`src/rtl/nand_attr_seq.sv`:
```
module nand_attr_seq #(
  parameter int AW = 16,
  parameter int DW = 8
) (
  input  logic          clk,
  input  logic          rst_n,
  input  logic          req_valid,
  input  logic          req_write,
  input  logic [AW-1:0] req_addr,
  input  logic [DW-1:0] req_wdata,
  input  logic [31:0]   timing_word,
  input  logic          wait_n,
  input  logic [DW-1:0] data_in,
  output logic          busy,
  output logic          done,
  output logic [DW-1:0] rd_data,
  output logic [AW-1:0] mem_addr,
  output logic          we_n,
  output logic          oe_n,
  output logic          data_oe,
  output logic [DW-1:0] data_out
);
  localparam int FW = 8;
  localparam int CW = FW + 1;
  localparam logic [CW-1:0] RD_EXTRA = CW'(2);

  typedef enum logic [1:0] {S_IDLE, S_SETUP, S_STROBE, S_HOLD} st_t;

  st_t           st;
  logic [CW-1:0] cnt;
  logic [FW-1:0] hiz_cnt, wait_fld, hold_fld;
  logic          is_wr;
  logic [AW-1:0] addr_q;
  logic [DW-1:0] wdata_q, rd_q;
  logic          done_q;
  logic [1:0]    wsync;
  logic [CW-1:0] hold_total;

  assign hold_total = is_wr ? {1'b0, hold_fld} : {1'b0, hold_fld} + RD_EXTRA;

  always_ff @(posedge clk or negedge rst_n) begin
    if (!rst_n) begin
      st       <= S_IDLE;
      cnt      <= '0;
      hiz_cnt  <= '0;
      wait_fld <= '0;
      hold_fld <= '0;
      is_wr    <= 1'b0;
      addr_q   <= '0;
      wdata_q  <= '0;
      rd_q     <= '0;
      done_q   <= 1'b0;
      wsync    <= 2'b11;
    end else begin
      done_q <= 1'b0;
      wsync  <= {wsync[0], wait_n};
      if (st != S_IDLE && hiz_cnt != '0) hiz_cnt <= hiz_cnt - 1'b1;
      case (st)
        S_IDLE: if (req_valid) begin
          is_wr    <= req_write;
          addr_q   <= req_addr;
          wdata_q  <= req_wdata;
          cnt      <= {1'b0, timing_word[7:0]};
          wait_fld <= timing_word[15:8];
          hold_fld <= timing_word[23:16];
          hiz_cnt  <= req_write ? timing_word[31:24] : '0;
          st       <= S_SETUP;
        end
        S_SETUP: if (cnt == '0) begin
          cnt <= {1'b0, wait_fld};
          st  <= S_STROBE;
        end else cnt <= cnt - 1'b1;
        S_STROBE: if (cnt != '0) cnt <= cnt - 1'b1;
        else if (wsync[1]) begin
          if (!is_wr) rd_q <= data_in;
          if (hold_total == '0) begin
            st     <= S_IDLE;
            done_q <= 1'b1;
          end else begin
            cnt <= hold_total - 1'b1;
            st  <= S_HOLD;
          end
        end
        S_HOLD: if (cnt == '0) begin
          st     <= S_IDLE;
          done_q <= 1'b1;
        end else cnt <= cnt - 1'b1;
        default: st <= S_IDLE;
      endcase
    end
  end

  assign busy     = (st != S_IDLE);
  assign done     = done_q;
  assign rd_data  = rd_q;
  assign mem_addr = addr_q;
  assign we_n     = !(st == S_STROBE && is_wr);
  assign oe_n     = !(st == S_STROBE && !is_wr);
  assign data_oe  = is_wr && busy && (hiz_cnt == '0);
  assign data_out = wdata_q;
endmodule


```
`config.mk`:
```
export PLATFORM = sky130hd
export DESIGN_NAME = nand_attr_seq
export DESIGN_NICKNAME = d
export VERILOG_FILES = /design/src/rtl/nand_attr_seq.sv
export SDC_FILE = /design/constraint.sdc
export NUM_CORES = 1
export LEC_CHECK = 0
export BUFFER_PORTS_ARGS = -buffer_cell sky130_fd_sc_hd__buf_2
export CELL_PAD_IN_SITES_DETAIL_PLACEMENT = 0
export CELL_PAD_IN_SITES_GLOBAL_PLACEMENT = 1
export CORE_AREA = 2 2 116 118
export DETAILED_ROUTE_END_ITERATION = 12
export DIE_AREA = 0 0 118 120
export PLACE_DENSITY = 0.75
export SETUP_SLACK_MARGIN = 0.15
export SYNTH_ARGS = -nofsm -noshare
export SYNTH_HDL_FRONTEND = slang
export SYNTH_SLANG_ARGS = --single-unit
```
`constraint.sdc`:
```
create_clock -name clk -period 2.25 [get_ports clk]
set_clock_uncertainty 0.05 [all_clocks]
set_input_delay 0.1125 -clock clk [delete_from_list [all_inputs] [get_ports clk]]
set_output_delay 0.1125 -clock clk [all_outputs]
set_load 0.005 [all_outputs]
```
# Word-level counts from Yosys, hierarchy flattened
# Index checks and enable logic that the tools add are counted.
[totals]
register_bits = 71
input_bits = 69
output_inout_bits = 37
wordCells = 71
[op_classes]
addsub = 4
eq_ne = 11
muxes = 24
bitwise_logic = 2
n_reduce_logical = 19
[op_table]
columns = ["operator", "count"]
rows = [
  ["$mux 9", 7],
  ["$pmux 9 s4", 1],
  ["$mux 8", 4],
  ["$logic_not 9->1", 2],
  ["$sub 9x1->9 const B", 2],
  ["$mux 2", 6],
  ["$ne 2x2->1 const B", 6],
  ["$add 8x2->9 const B", 1],
  ["$reduce_bool 9->1", 1],
  ["$logic_not 8->1", 1],
  ["$pmux 2 s4", 1],
  ["$reduce_and 4->1", 2],
  ["$reduce_bool 8->1", 1],
  ["$sub 8x1->8 const B", 1],
  ["$ne 3x3->1 const B", 2],
  ["$logic_and 1x1->1", 5],
  ["$reduce_and 5->1", 1],
  ["$eq 2x2->1 const B", 2],
  ["$mux 1", 4],
  ["$logic_not 1->1", 3],
  ["$eq 2x1->1 const B", 1],
  ["$logic_not 2->1", 1],
  ["$not 1->1", 2],
  ["$pmux 1 s2", 1],
  ["2 further kinds", 2],
]

# Logic depth before layout (Yosys ltp)
[logic_depth]
word_depth = 7
ltp_mapped = 10
ltp_nobuf = 8

# Worst setup path after synthesis
# OpenSTA, ideal clock, no wires.
[synth_path]
path_type = "register -> register"
start = "register hold_fld[1]"
end = "register cnt[6]"
setup_ns = 0.125
arrival_time_ns = 2.069
required_time_ns = 2.075
slack_ns = 0.005
path_stages_with_launch = 8
path_buffers = 0
period_less_slack_ns = 2.245
path_cell_list = "dfrtp_1 -> ha_1 -> and4bb_4 -> o31ai_4 -> mux2i_1 -> mux2_4 -> a211oi_2 -> o21ai_1"
[synth_via]
elab_chain_cells = 7
elab_cells_between_ends = 10
cone_classes = "2 x add/sub; 1 x eq/ne; 5 x mux; 2 x reduce/logical"
[synth_rtl]
columns = ["element", "line_no", "rtl"]
rows = [
  ["start: declaration", "31", "logic [FW-1:0] hiz_cnt, wait_fld, hold_fld;"],
  ["start signal: assignment", "65", "hold_fld <= timing_word[23:16];"],
  ["$add 8x2->9", "39", "assign hold_total = is_wr ? {1'b0, hold_fld} : {1'b0, hold_fld} + RD_EXTRA;"],
  ["$mux 9 (*)", "39", ""],
  ["$sub 9x1->9", "80", "cnt <= hold_total - 1'b1;"],
  ["$mux 9", "76", "if (hold_total == '0) begin"],
  ["$mux 9", "74", "else if (wsync[1]) begin"],
  ["$mux 9", "73", "S_STROBE: if (cnt != '0) cnt <= cnt - 1'b1;"],
  ["$pmux 9 s4", "58", "case (st)"],
  ["end signal: assignment", "72", "end else cnt <= cnt - 1'b1;"],
  ["end signal: assignment", "73", ""],
  ["end signal: assignment", "80", ""],
  ["end: declaration", "30", "logic [CW-1:0] cnt;"],
]
# Every way passes the cells marked *; elsewhere a longest branch is shown, timed or not. The select of a mux whose other input is x is not followed.
# A chain may end at the register's enable or synchronous reset.

# Worst setup path after layout
# Ends and elaborated chain as after synthesis.

==> results.py <==
metrics = {
    "drt": {
        "drc_errors": 0,
        "drt-vias-per-instance": 4.60,
        "route.vias.total": 3507,
        "wl_per_cell_um": 13.6,
        "wl_um": 10400,
        "dr.first_iter.drc_count": 120,
        "drt_pass1_iterations": 4,
        "antenna_left": 0,
    },
    "synth": {
        "synth_top_cell_area_share": 0.452,
        "syn-num-nets": 488,
        "yosysWarnings": 0,
        "synth_simple_gate_area_frac": 0.262,
        "synth.avg_cell_area_um2": 9.25,
        "synth_top_family_by_area": "simple AND/OR/NAND/NOR gates",
        "synthTopCellsByArea": "dfrtp_1 (45%), nand2_1 (13%), mux2_1 (2.4%)",
        "syn_area_um2": 3820,
        "yosys.area_share.adder": 0.0197,
        "synthFlopType": "dfrtp_1",
        "ys_ff_latch": 71,
        "yosysTopAreaCell": "dfrtp_1",
        "syn_inst": 413,
        "synthXorXnorAreaFrac": 0.0390,
        "synth.distinct_cells": 69,
        "synthMuxAreaShare": 0.0442,
        "ys_async_sr_fraction": 1.00,
        "synth_edf_count": 0,
        "seq_area_frac_synth": 0.466,
        "synth_compound_area_frac": 0.124,
    },
    "critical_path": {
        "path_class": "reg -> reg",
        "path_depth": 8,
        "crit_arrival_ns": 2.34,
        "crit_family": "multiplexers",
        "critPathCapture": "cnt[6]$_DFFE_PN0P_",
        "rrSetupSlack_ns": 0.08,
        "required_ns": 2.42,
        "startpoint_type": "flop",
        "worstSetupEndpointType": "flop",
        "r2r_start": "hold_fld[1]$_DFFE_PN0P_",
        "cp_num_buf_inv": 1,
        "cp_slowest_cell": "dfrtp_2",
        "critPathMaxFanout": 4,
        "reg2reg_depth": 8,
        "rr_endpoint": "cnt[6]$_DFFE_PN0P_",
        "worstPathCellList": "ha_4 > nor4_2 > buf_4 > o31ai_4 > mux2i_1 > mux2_4 > a211oi_2 > o21ai_1",
        "cpPeakStageDelay_ns": 0.42,
        "crit_start": "hold_fld[1]$_DFFE_PN0P_",
    },
    "power": {
        "ir_drop_mv": 0.308,
        "power_density_nw_per_um2": 507,
        "p_leak_nw": 2.72,
    },
    "global_routing": {
        "grt-ovfl-total": 0,
        "grt_pass1_wl_um": 17100,
        "first_global_vias": 3490,
        "grtUsageTotal": 0.151,
        "antenna_found_initial": 0,
        "grt_max_degree": 47,
    },
    "floorplanning": {
        "core_area_um2": 13000,
        "die_area_um2": 14200,
        "fp.dieH_um": 120,
        "die_w_um": 118,
        "top_level_ports": 106,
        "rows": 42,
        "start_util": 0.294,
    },
    "sta": {
        "grt_setup_unrepaired": "yes",
        "slew_headroom": 0.587,
        "max_freq_mhz": 461,
        "final.setup.worst_slack_ns": 0.0794,
        "finalHoldViolCount": 0,
        "period_share": 0.965,
        "fin_tns_setup_ns": 0,
        "slew_viol_final": 0,
        "worst_slew_pin_slew_ns": 0.619,
        "setup-violations-final": 0,
        "hold_slack_ns": 0.0226,
        "fin_crit_ns": 2.17,
    },
    "worst_hold_path": {
        "hold_path_depth": 3,
        "hold_class": "in -> reg",
    },
    "placed_design": {
        "io_buffers": 105,
        "place_ws_ns": 0.0266,
        "routabilityCongestion": 0.912,
        "dpl.hpwl_um": 7180,
    },
    "clocking": {
        "cts_max_path_buffers": 2,
        "cts_tree": "yes",
        "clk_latency_ns": 0.34,
        "cts-buffers-inserted": 9,
        "cts_root_buf": "clkbuf_16",
        "h-tree-depth": 3,
        "clock-sinks": 71,
        "path_clk_slew_ns": 0.06,
    },
    "run": {
        "cap_viol_max_count": 0,
    },
    "finish": {
        "area_growth_syn_to_layout_pct": 43.9,
        "final_layout_size_suffix_gt1_frac": 0.293,
        "num_antenna_cells": 0,
        "fin_nets": 657,
    },
    "outcome": {
        "status": "completed",
    },
}
-- routing by layer --
layer | part of all wire | GRT usage
met5 | 0 | 0
met3 | 0.039 | 0.0371
met4 | 0.020 | 0.0542
met2 | 0.49 | 0.248
met1 | 0.45 | 0.194
-- synth_stat cells (2+ instances only) --
master	count
clkbuf_1	13
o31ai_1	2
o22ai_1	6
a222oi_1	2
a211oi_2	2
and4b_1	2
a31oi_1	2
o31a_1	2
nor3b_1	2
nor2b_1	3
xnor2_1	10
o311ai_0	2
a21oi_1	13
mux2_1	8
ha_1	6
a211oi_1	3
buf_2	6
o21ai_1	7
o21ai_0	12
nor2_1	12
dfstp_2	2
buf_4	2
and3_1	5
nand2_1	136
mux2i_1	3
nor4b_1	2
nand3b_1	2
nand3_1	10
xor2_1	7
inv_1	10
dfrtp_1	69
nor3_1	12
a21boi_0	2
-- tightest hold or removal path, cell delays in order --
cell and delay (ns):
buf_2 0.10, a211oi_2 0.06, o21ai_1 0.10
-- report_power, final --
part / leakage, nW / switching, W / internal [W]
sequential: 0.895 / 0.0000103 / 0.00129
combinational: 1.70 / 0.0000679 / 0.000125
clock: 0.128 / 0.000516 / 0.000777
total: 2.72 / 0.000594 / 0.00219
-- timing repair --
item / 4_1_cts / 5_1_grt
gates cloned: 0 / 1
endpoints found under the setup margin: 6 / 15
resized for setup: 2 / 9
hold endpoints to repair: 99 / 0
pin swaps: 0 / 3
buffers inserted: 1 / 0
hold buffers: 57 / 0
-- stage by stage --
stage / total power, W / cells / utilization / instance area [um^2]
after floorplan: 0.00134 / 413 / - / 3830
after global placement: 0.00144 / 688 / 0.354 / 4600
after detailed placement: 0.00144 / 688 / 0.354 / 4600
after CTS: 0.00283 / 762 / 0.420 / 5450
after global routing: 0.00290 / 763 / 0.424 / 5500
final: 0.00279 / 763 / 0.424 / 5500
-- placed cells by master (no fill, tap or decap), types with 3 or more instances in the layout --
master / count
nor2_1: 12
buf_2: 104
ha_1: 5
o21ai_1: 7
nand2_1: 136
o22ai_1: 6
mux2_1: 8
xor2_1: 7
nor3_1: 11
dfrtp_2: 3
clkbuf_1: 5
inv_1: 10
a211oi_1: 3
a21oi_1: 13
nand3_1: 10
mux2i_1: 3
dlygate4sd3_1: 57
dfrtp_1: 66
o21ai_0: 12
clkbuf_16: 9
and3_1: 5
buf_4: 19
xnor2_1: 10
-- logic make-up after synthesis --
kind of cell    after synthesis
buf+inv                      35
mux                          14
fa+ha+maj                     6
simple gates                203
compound gates               67
flops                        71
xor+xnor                     17
-- registers in the layout, indices dropped and copies added, names as in the netlist --
signal	flops
mem_addr	16
data_out	8
rd_data	8
wsync	2
hold_fld	8
cnt	9
st	2
done	1
wait_fld	8
hiz_cnt	8
is_wr	1
-- cell type report --
type / instances / area (um^2)
Tap cell: 176 / 220
Clock inverter: 1 / 5.00
Multi-Input combinational cell: 308 / 1940
Inverter: 11 / 41.3
Sequential cell: 71 / 1780
Clock buffer: 15 / 258
Timing Repair Buffer: 181 / 1250
Fill cell: 1329 / 7480
-- worst min path at each step --
stage                   startpoint                      to  slack (ns)
global placement             rst_n  rd_data[4]$_DFFE_PN0P_        0.12
global route        timing_word[6]      cnt[6]$_DFFE_PN0P_        0.03
finish              timing_word[6]      cnt[6]$_DFFE_PN0P_        0.02
floorplan                    rst_n      cnt[0]$_DFFE_PN0P_       -0.23
CTS                 timing_word[3]      cnt[3]$_DFFE_PN0P_        0.02
detailed placement           rst_n  rd_data[4]$_DFFE_PN0P_        0.13
Power figures use the tool's default switching activity.
